<file path="config.mk">
export PLATFORM = sky130hd
export DESIGN_NAME = input_filter
export DESIGN_NICKNAME = d
export VERILOG_FILES = /design/src/rtl/input_filter_pkg.sv /design/src/rtl/filt_step_rom.sv /design/src/rtl/filt_debounce.sv /design/src/rtl/filt_glitch.sv /design/src/rtl/input_filter.sv
export SDC_FILE = /design/constraint.sdc
export NUM_CORES = 1
export LEC_CHECK = 0
export BUFFER_PORTS_ARGS = -buffer_cell sky130_fd_sc_hd__buf_2
export CORE_MARGIN = 2
export CORE_UTILIZATION = 53
export CTS_CLUSTER_SIZE = 20
export DETAILED_ROUTE_END_ITERATION = 8
export PLACE_DENSITY = 0.73
export SYNTH_ARGS = -nofsm -noshare
export SYNTH_HDL_FRONTEND = slang
export SYNTH_SLANG_ARGS = --single-unit
</file>
<file path="constraint.sdc">
create_clock -name clk_i -period 2.5 [get_ports clk_i]
set_input_delay 0.25 -clock clk_i [delete_from_list [all_inputs] [get_ports clk_i]]
set_output_delay 0.25 -clock clk_i [all_outputs]
set_load 0.005 [all_outputs]
</file>
<file path="src/rtl/input_filter_pkg.sv">
package input_filter_pkg;
  localparam int unsigned STEPS = 16;
  localparam int unsigned SEL_W = $clog2(STEPS);

  typedef enum logic {
    MODE_DEBOUNCE = 1'b0,
    MODE_GLITCH   = 1'b1
  } filt_mode_e;

  // 1-2-5 ladder ending at 25 ms
  function automatic longint unsigned step_ns(int unsigned idx);
    case (idx)
      0:       return 64'd500;
      1:       return 64'd1_000;
      2:       return 64'd2_000;
      3:       return 64'd5_000;
      4:       return 64'd10_000;
      5:       return 64'd20_000;
      6:       return 64'd50_000;
      7:       return 64'd100_000;
      8:       return 64'd200_000;
      9:       return 64'd500_000;
      10:      return 64'd1_000_000;
      11:      return 64'd2_000_000;
      12:      return 64'd5_000_000;
      13:      return 64'd10_000_000;
      14:      return 64'd20_000_000;
      default: return 64'd25_000_000;
    endcase
  endfunction

  function automatic longint unsigned step_cycles(longint unsigned clk_khz, int unsigned idx);
    return (clk_khz * step_ns(idx)) / 64'd1_000_000;
  endfunction
endpackage

</file>
<file path="src/rtl/filt_step_rom.sv">
module filt_step_rom
  import input_filter_pkg::*;
#(
  parameter longint unsigned CLK_KHZ = 48000,
  parameter int unsigned     CNT_W   = 21
) (
  input  logic [SEL_W-1:0] sel_i,
  output logic [CNT_W-1:0] cycles_o
);
  logic [CNT_W-1:0] tbl [STEPS];

  for (genvar i = 0; i < STEPS; i++) begin : g_step
    localparam longint unsigned CYC = step_cycles(CLK_KHZ, i);
    assign tbl[i] = CNT_W'(CYC);
  end

  assign cycles_o = tbl[sel_i];
endmodule

</file>
<file path="src/rtl/filt_debounce.sv">
module filt_debounce #(
  parameter int unsigned CNT_W = 21
) (
  input  logic             clk_i,
  input  logic             rst_ni,
  input  logic             run_i,
  input  logic             sig_i,
  input  logic             level_i,
  input  logic [CNT_W-1:0] n_i,
  output logic             take_o
);
  localparam logic [CNT_W-1:0] ONE = CNT_W'(1);

  logic [CNT_W-1:0] cnt_q;
  logic             diff;
  logic             done;

  assign diff   = sig_i != level_i;
  assign done   = (cnt_q + ONE) >= n_i;
  assign take_o = run_i && diff && done;

  always_ff @(posedge clk_i or negedge rst_ni) begin
    if (!rst_ni)              cnt_q <= '0;
    else if (!run_i || !diff) cnt_q <= '0;
    else if (done)            cnt_q <= '0;
    else                      cnt_q <= cnt_q + ONE;
  end
endmodule

</file>
<file path="src/rtl/filt_glitch.sv">
module filt_glitch #(
  parameter int unsigned CNT_W = 21
) (
  input  logic             clk_i,
  input  logic             rst_ni,
  input  logic             act_i,
  input  logic             arm_i,
  input  logic             clr_i,
  input  logic [CNT_W-1:0] n_i,
  output logic             flag_o
);
  localparam logic [CNT_W-1:0] ONE = CNT_W'(1);

  logic [CNT_W-1:0] run_q;
  logic             prev_act_q;
  logic             flag_q;
  logic             hit;

  // pulse just ended and was short
  assign hit = arm_i && prev_act_q && !act_i && (run_q < n_i);

  always_ff @(posedge clk_i or negedge rst_ni) begin
    if (!rst_ni) begin
      run_q      <= '0;
      prev_act_q <= 1'b0;
    end else begin
      prev_act_q <= act_i;
      if (!act_i)           run_q <= '0;
      else if (run_q != '1) run_q <= run_q + ONE;
    end
  end

  always_ff @(posedge clk_i or negedge rst_ni) begin
    if (!rst_ni)    flag_q <= 1'b0;
    else if (hit)   flag_q <= 1'b1;
    else if (clr_i) flag_q <= 1'b0;
  end

  assign flag_o = flag_q;
endmodule

</file>
<file path="src/rtl/input_filter.sv">
module input_filter
  import input_filter_pkg::*;
#(
  parameter longint unsigned CLK_KHZ = 48000
) (
  input  logic             clk_i,
  input  logic             rst_ni,
  input  logic             sig_i,
  input  logic             en_i,
  input  logic             mode_i,
  input  logic             pol_i,
  input  logic [SEL_W-1:0] time_sel_i,
  input  logic             glitch_clr_i,
  output logic             sig_o,
  output logic             glitch_o
);
  localparam longint unsigned MAX_CYC = step_cycles(CLK_KHZ, STEPS - 1);
  localparam int unsigned     CNT_W   = $clog2(MAX_CYC + 1);

  filt_mode_e       mode;
  logic [CNT_W-1:0] n_cyc;
  logic             level_q;
  logic             take;
  logic             deb_run;
  logic             gl_arm;

  assign mode    = filt_mode_e'(mode_i);
  assign deb_run = en_i && (mode == MODE_DEBOUNCE);
  assign gl_arm  = en_i && (mode == MODE_GLITCH);

  filt_step_rom #(.CLK_KHZ(CLK_KHZ), .CNT_W(CNT_W)) i_rom (
    .sel_i    (time_sel_i),
    .cycles_o (n_cyc)
  );

  filt_debounce #(.CNT_W(CNT_W)) i_deb (
    .clk_i   (clk_i),
    .rst_ni  (rst_ni),
    .run_i   (deb_run),
    .sig_i   (sig_i),
    .level_i (level_q),
    .n_i     (n_cyc),
    .take_o  (take)
  );

  filt_glitch #(.CNT_W(CNT_W)) i_gl (
    .clk_i  (clk_i),
    .rst_ni (rst_ni),
    .act_i  (sig_i ^ pol_i),
    .arm_i  (gl_arm),
    .clr_i  (glitch_clr_i),
    .n_i    (n_cyc),
    .flag_o (glitch_o)
  );

  always_ff @(posedge clk_i or negedge rst_ni) begin
    if (!rst_ni)           level_q <= 1'b0;
    else if (!deb_run)     level_q <= sig_i;
    else if (take)         level_q <= sig_i;
  end

  assign sig_o = level_q ^ pol_i;
endmodule

</file>
* Word level (Yosys, flattened, before mapping) *
Memory sizes are Yosys's and may differ from the RTL's.
Index checks and enable logic that the tools add are counted.

cells by class
  add/sub/neg operators = 2
  magnitude comparators = 3
  equal/unequal tests = 4
  muxes and demuxes = 10
  bitwise operators = 4
  reduce and logical (&&, ||, !) cells = 12

operators by type and width
  kind                   number
  $mux 21                6
  $add 21x1->21 const B  2
  $ge 21x21->1           1
  $lt 21x21->1           1
  $ne 21x21->1 const B   1
  $logic_and 1x1->1      7
  $ge 5x5->1 const B     1
  $not 4->5              1
  $mux 1                 4
  $ne 2x2->1 const B     2
  $logic_not 1->1        3
  $reduce_bool 2->1      1
  $xor 1x1->1            2
  $logic_or 1x1->1       1
  $ne 1x1->1             1
  $not 1->1              1

storage, ports and cells
  bits in registers = 45
  ROM bits = 336
  input bits = 11
  output and inout port bits = 2
  word-level logic and storage cells = 41
  memories = 1

memory list
  memory            words  bits a word  read ports  clocked after Yosys merged registers in  write ports  line                 text
  (name not given)  16     21           1           0                                        0            filt_step_rom.sv:17  assign cycles_o = tbl[sel_i];

* Longest topological paths before layout *
Gate-level depths: netlist of the first run.

  depth in word-level cells = 8
  gate-level depth with buffers = 15
  mapped depth without buffers = 13

* Hierarchy *
From an unflattened synthesis of the first run, not the netlist that was laid out.

unflattened totals
  cells, all modules = 449
  area, all modules = 4,031.4 um^2

by module, submodules not included
  module         instances  cells each  area each (um^2)  seq. area each (um^2)
  filt_glitch    1          213         1,859.3           575.6
  filt_debounce  1          175         1,687.9           525.5
  filt_step_rom  1          54          397.9             0.0
  input_filter   1          7           86.3              25.0

* Worst setup path before layout of the first run *
OpenSTA, ideal clock, no wires.

  kind = flip-flop to flip-flop
  from = reg i_deb.cnt_q[0]
  to = reg i_deb.cnt_q[2]
  setup time = 0.132 ns
  data arrival time = 2.541 ns
  data required time = 2.368 ns
  path slack = -0.173 ns
  stages on the path, launching flop included = 16
  path buffers = 2
  clock period less this slack = 2.673 ns
  cells stage by stage = dfrtp_1 > ha_1 > and4_1 > buf_2 > nand2_1 > nor2_1 > nand3_1 > xnor2_1 > ha_1 > o21ai_0 > o21ai_0 > o211ai_1 > and3_1 > nand4_1 > clkbuf_1 > nor2_1

between the ends
  longest elaborated chain between the ends = 4

ends and longest elaborated chain
  what                    line                                      text
  start, declared         filt_debounce.sv:14                       logic [CNT_W-1:0] cnt_q;
  start signal, assigned  filt_debounce.sv:26                       else cnt_q <= cnt_q + ONE;
  $add 21x1->21 (*)       filt_debounce.sv:19, filt_debounce.sv:26
  $ge 21x21->1            filt_debounce.sv:19                       assign done = (cnt_q + ONE) >= n_i;
  $mux 21 (*)             filt_debounce.sv:25                       else if (done) cnt_q <= '0;
  $mux 21 (*)             filt_debounce.sv:24                       else if (!run_i || !diff) cnt_q <= '0;

Mark *: on every way between the ends. The rest lies on a longest branch, timed or not.
A chain may end at the register's enable or synchronous reset.

* Final worst setup path of the first run *
  from = reg i_deb.cnt_q[0]
  to = reg i_deb.cnt_q[13]

Same word-level chain as after synthesis.

==> results.yml, run 1 <==
synthesis:
  synth_area_leaders: "dfrtp_1 (34%), ha_1 (17%), xor2_1 (5.8%)"
  synth_area_leader_cell: "dfrtp_1"
  async_reset_ff_share_pct: 100
  ys_seq_area_share_pct: 34.2
  syn_nets: 406
  synth.top_cell.area_share_pct: 34.2
  synth.distinct_cells: 44
  syn_area_per_cell_sq_um: 9.39
  yosys_warnings: 0
  syn_inst: 351
  netlist_area_sq_mm: 0.00330
  synth_most_common_cell: "dfrtp_1"
  synthTopCellsByCount: "dfrtp_1 (45), ha_1 (44), nor2_1 (38)"
  synth_edf_count: 0
  ys_seq_elements: 45
  synthFlopType: "dfrtp_1"
run:
  maxCapViolations: 0
placed_design:
  placed_cells: 470
  place.gp.congestion: 0.875
  hpwl_um: 5500
  preCtsSetupSlack_ns: -0.275
  portBuffers: 12
setup_path:
  critPathArrivalTime_ns: 2.95
  rrSetupSlack_ns: -0.21
  crit_chain: "ha_2, and4_4, nand4_1, xnor2_2, ha_1, nand4_1, nor3_2, o41ai_2, nand4_1, buf_4, buf_12, nor2b_1"
  start_kind: "register"
  slowest_delay_ns: 0.38
  cp.required_ns: 2.74
  end_kind: "register"
  worstSetupPathType: "register to register"
  timing.rr.start: "i_deb.cnt_q[0]$_DFF_PN0_"
  r2r-end: "i_deb.cnt_q[13]$_DFF_PN0_"
  ff2ff_path_depth: 12
  cp_max_fo: 11
  crit_top_cell: "nand4_1"
  slowest_stage: "dfrtp_1"
route:
  totalWireLength_um: 7040
  drc: 0
  drtIter0Drc: 98
  viasPerCell: 5.63
  route.vias.total: 2707
  wire_per_inst_um: 14.6
  final_antenna_net_count: 0
  drt-pass1-iter-count: 5
pwr:
  total_leakage_power_nw: 1.93
  finalPower_mw: 1.45
  power_density_mw_per_mm2: 363
  ir_drop_mv: 0.250
timing:
  finalClockSkew_ns: 0.00749
  rsz0062_at_grt: "yes"
  hold_viol_final: 0
  finalMaxSlewViolations: 0
  setup-tns-final_ns: -4.36
  fmax_ghz: 0.368
  period_needed_ns: 2.71
  tightest_slew_ns: 0.989
  setup_ws_ns: -0.214
  finalCritPeriodShare_pct: 109
  finalSetupViolations: 22
  relSlewSlack_pct: 34.1
floorplanning:
  fp.dieH_um: 82.9
  core_sq_mm: 0.00596
  fp-row-count: 28
  start_util_pct: 55.3
  dieWidth_um: 82.9
  io_pins: 13
  dieArea_sq_mm: 0.00686
final_layout:
  utilization_pct: 67.1
  antenna_cells: 0
  nFillCells: 483
  register_area_sq_mm: 0.00113
  finalNonFillerCells: 481
  area_growth_pct: 21.3
  multi_input_area_sq_mm: 0.00222
  fin_nets: 461
  drive_above_1_share_pct: 24.6
global_route:
  grt_pass1_wl_um: 12000
  grtUsageTotal_pct: 21.0
  grt_max_degree: 46
  grt_overflow: 0
  antenna_found_initial: 0
  first_global_vias: 2639
run_status:
  violations: "setup timing"
  outcome: "finished with violations"
clock_network:
  clk_latency_ns: 0.30
  cts_tree: "built"
  hold_buffers: 0
  clockBufferDepth: 2
  cts_sinks: 45
  htreeDepth: 2
  cts.clk_slew.worst_paths_ns: 0.08
  root_buffer: "clkbuf_8"
  cts_buffers: 5
hold_path:
  hp-class: "input port to asynchronous set/reset pin"
-- layout by cell type (no fill, tap or decap), drive strengths merged, types with 14 or more instances in the layout --
cell and instances:
xor2 22, dfrtp 45, buf 58, ha 44, nor2 38, nand4 14
nand2 21, xnor2 18, nor2b 21, nand3 24
-- how the worst max path moves through the flow --
stage / start / end / slack (ns) / depth (start not counted)
after floorplan: i_deb.cnt_q[0]$_DFF_PN0_ / level_q$_DFFE_PN0P_ / -0.004 / 12
after global placement: i_deb.cnt_q[1]$_DFF_PN0_ / level_q$_DFFE_PN0P_ / -0.19 / 11
after detailed placement: i_deb.cnt_q[0]$_DFF_PN0_ / level_q$_DFFE_PN0P_ / -0.27 / 11
after CTS: i_deb.cnt_q[6]$_DFF_PN0_ / level_q$_DFFE_PN0P_ / -0.19 / 11
after global routing: i_deb.cnt_q[0]$_DFF_PN0_ / i_deb.cnt_q[14]$_DFF_PN0_ / -0.38 / 12
final: i_deb.cnt_q[0]$_DFF_PN0_ / i_deb.cnt_q[13]$_DFF_PN0_ / -0.21 / 12
-- power breakdown --
group / switching [mW] / internal, mW / total (mW)
Sequential: 0.0113 / 0.740 / 0.752
Clock: 0.238 / 0.220 / 0.458
Combinational: 0.135 / 0.109 / 0.243
Total: 0.384 / 1.07 / 1.45
-- registers in the layout, indices dropped and copies added, names as in the netlist --
| register | flops |
|---|---|
| i_gl.prev_act_q | 1 |
| level_q | 1 |
| i_gl.run_q | 21 |
| i_deb.cnt_q | 21 |
| i_gl.flag_o | 1 |
-- repair_timing --
action,4_1_cts,5_1_grt
cloned,0,1
gates resized for setup,4,18
endpoints found under the setup margin,22,22
buffers inserted,0,3
pin swaps,4,12
-- through the flow --
stage | cell area [sq um] | hold slack, ns
6_report | 4000 | 0.0929
5_1_grt | 4000 | 0.150
4_1_cts | 3860 | 0.155
3_5_place_dp | 3760 | 0.479
3_3_place_gp | 3760 | 0.468
2_1_floorplan | 3350 | -0.0456
-- worst max-delay path: cells and delay by family, from the launching register on --
kind                       cells  cell delay (ns)
and+or+nand+nor                6             0.88
AOI/OAI and AO/OA              1             0.35
buffers and inverters          2             0.31
DFF                            1             0.38
adders and majority gates      2             0.48
xor gates and xnor gates       1             0.23
-- cell type report --
cell class | count | area share, %
repair buffers | 59 | 11.1
well taps | 75 | 2.35
inverters | 8 | 0.751
multi-input cells | 287 | 55.5
flip-flops and latches | 45 | 28.2
clock buffers | 7 | 2.16
-- metal layers --
layer / share of wire [%] / global-route usage, % / vias to the layer above
li1: - / - / 1365
met3: 3.0 / 3.18 / 14
met4: 1.8 / 5.96 / 0
met2: 50 / 36.1 / 46
met5: 0 / 0 / -
met1: 45 / 27.4 / 1282
-- cells by family (layout without fill, tap and decap cells) --
logic type               count (synthesis)  count (layout)  share of synthesized area (%)
flip-flops                              45              45                           34.2
AND/OR/NAND/NOR                        148             148                           24.2
XOR/XNOR                                40              40                           10.6
AO/OA/AOI/OAI                           53              53                           11.2
buffers and inverters                   19              74                           2.51
multiplexers                             2               2                          0.645
adder cells (fa/ha/maj)                 44              44                           16.7
Note: power is estimated with default switching activity, not from simulation.
==> run 2: changes to the inputs <==
--- a/config.mk
+++ b/config.mk
@@ -5,8 +5,9 @@
 export SDC_FILE = /design/constraint.sdc
 export NUM_CORES = 1
 export LEC_CHECK = 0
+export ABC_AREA = 0
 export BUFFER_PORTS_ARGS = -buffer_cell sky130_fd_sc_hd__buf_2
-export CORE_MARGIN = 2
+export CORE_MARGIN = 4
 export CORE_UTILIZATION = 53
 export CTS_CLUSTER_SIZE = 20
 export DETAILED_ROUTE_END_ITERATION = 8
==> run 2 against run 1 <==
- largest power group unchanged
- flip-flop and latch count stayed put
- sequential share of layout area rose by 0.27 points
- combinational power is 4% lower
- die area rose by 9.9%
- clock-buffer cell count is 1 lower
- the flow still finishes with violations (setup timing)
- final area fell by 0.94%
- via count down 0.33%
- worst hold slack better by 0.024 ns
- maximum frequency grew 1.9%
==> results.yml, run 2 (same netlist as run 1, synthesis figures left out) <==
run_status:
  outcome: "finished with violations"
  violations: "setup timing"
timing:
  period_needed_ns: 2.66
  tightest_slew_ns: 1.01
  finalCritPeriodShare_pct: 107
  hold_viol_final: 0
  finalSetupViolations: 22
  finalMaxSlewViolations: 0
  relSlewSlack_pct: 32.8
  finalClockSkew_ns: 0.0130
  fmax_ghz: 0.375
  setup_ws_ns: -0.164
  rsz0062_at_grt: "yes"
setup_path:
  start_kind: "register"
  end_kind: "register"
  worstSetupPathType: "register to register"
  path_depth: 11
  slowest_stage: "dfrtp_1"
  worst-path-buf-inv: 1
  ff2ff_path_depth: 11
  cp_max_fo: 21
  slowest_delay_ns: 0.40
  cp.required_ns: 2.73
  critPathArrivalTime_ns: 2.89
  crit_family: "simple AND/OR/NAND/NOR gates"
  crit_top_cell: "nand4_1"
  crit_chain: "ha_2, and4_4, nand4_1, xnor2_2, ha_1, nand4_1, nor3_1, o41ai_2, nand4_1, buf_12, nor2b_1"
pwr:
  power_density_mw_per_mm2: 395
  finalPower_mw: 1.57
  ir_drop_mv: 0.367
  total_leakage_power_nw: 1.92
clock_network:
  cts_buffers: 5
  cts_sinks: 45
  clockBufferDepth: 2
  cts.clk_slew.worst_paths_ns: 0.09
  clk_latency_ns: 0.30
  htreeDepth: 2
  cts_tree: "built"
  root_buffer: "clkbuf_8"
final_layout:
  register_area_sq_mm: 0.00113
  final_cell_mix: "dfrtp_1 (45), ha_1 (43), buf_4 (42)"
  multi_input_area_sq_mm: 0.00219
  reg_top3: "i_deb.cnt_q x21, i_gl.run_q x21"
  drive_above_1_share_pct: 22.6
  antenna_cells: 0
  area_growth_pct: 20.2
  fin_nets: 457
  nFillCells: 481
  final_common_cell: "dfrtp_1"
placed_design:
  hpwl_um: 5540
  preCtsSetupSlack_ns: -0.318
  portBuffers: 12
  place.gp.congestion: 0.865
route:
  totalWireLength_um: 7160
  drtIter0Drc: 82
  wire_per_inst_um: 15.0
  drc: 0
  route.vias.total: 2698
  final_antenna_net_count: 0
  viasPerCell: 5.64
  drt-pass1-iter-count: 4
global_route:
  grtUsageTotal_pct: 20.4
  grt_pass1_wl_um: 12200
  met1_usage_pct: 25.6
  grt_max_degree: 46
  busiest_layer: "met2"
  first_global_vias: 2708
  grt_overflow: 0
  met2_usage_pct: 34.9
  antenna_found_initial: 0
  use_met3_pct: 4.26
floorplanning:
  io_pins: 13
  fp.dieH_um: 86.9
  start_util_pct: 55.0
  core_sq_mm: 0.00599
  dieWidth_um: 86.9
  dieArea_sq_mm: 0.00754
  fp-row-count: 28
hold_path:
  hp-class: "input port to asynchronous set/reset pin"
run:
  maxCapViolations: 0
-- run 2: cell types whose count changed in the layout (fill, tap and decap cells not counted), sizes merged --
cell	delta
clkbuf	-2
bufinv	+1
buf	-3
clkinvlp	+1
-- run 2: report_power, final --
group,internal [mW],switching (mW)
clock,0.325,0.254
combinational,0.101,0.133
sequential,0.741,0.0115
-- run 2: stage by stage --
stage	hold WS (ns)	instance area [sq um]	TNS [ns]	util (%)	cells
2_1_floorplan	-0.0456	3350	-0.00386	-	351
3_3_place_gp	0.460	3740	-3.55	62.4	467
3_5_place_dp	0.475	3740	-5.74	62.4	467
4_1_cts	0.147	3910	-3.13	65.2	477
5_1_grt	0.162	3960	-6.41	66.1	478
6_report	0.117	3960	-2.60	66.1	478
-- run 2: area by class of cell --
| class | count | share of cell area [%] |
|---|---|---|
| sequential | 45 | 28.4 |
| clock inverter | 2 | 0.948 |
| timing repair buffer | 55 | 9.98 |
| clock buffer | 6 | 2.09 |
| inverter | 8 | 0.758 |
| tap | 75 | 2.37 |
| multi-input combinational | 287 | 55.4 |
-- run 2: worst paths after layout --
path	start	end	slack, ns
max	i_deb.cnt_q[1]$_DFF_PN0_	i_deb.cnt_q[13]$_DFF_PN0_	-0.16
min	rst_ni	i_deb.cnt_q[4]$_DFF_PN0_	0.12
max reg2reg	i_deb.cnt_q[1]$_DFF_PN0_	i_deb.cnt_q[13]$_DFF_PN0_	-0.16
min reg2reg	i_gl.flag_o$_DFFE_PN0P_	i_gl.flag_o$_DFFE_PN0P_	0.56
max in group asynchronous	rst_ni	i_gl.run_q[6]$_DFFE_PN0P_	1.76
min in group clk_i	glitch_clr_i	i_gl.flag_o$_DFFE_PN0P_	0.18
-- run 2: worst reg2reg max path, stage by stage, from the launching register on --
cell and delay [ns]:
dfrtp_1 0.40, ha_2 0.20, and4_4 0.26, nand4_1 0.15
xnor2_2 0.23, ha_1 0.28, nand4_1 0.14, nor3_1 0.08
o41ai_2 0.32, nand4_1 0.19, buf_12 0.20, nor2b_1 0.14
-- run 2: layer usage --
metal	up-vias	wire length, um
met1	1292	3260
li1	1359	-
met2	41	3610
met4	0	85
met3	6	204
met5	-	0
-- run 2: what timing repair did --
action	CTS	global route
pin swaps	15	3
buffers inserted	2	1
gates resized for setup	8	8
hold buffers	0	0
endpoints found under the setup margin	22	22
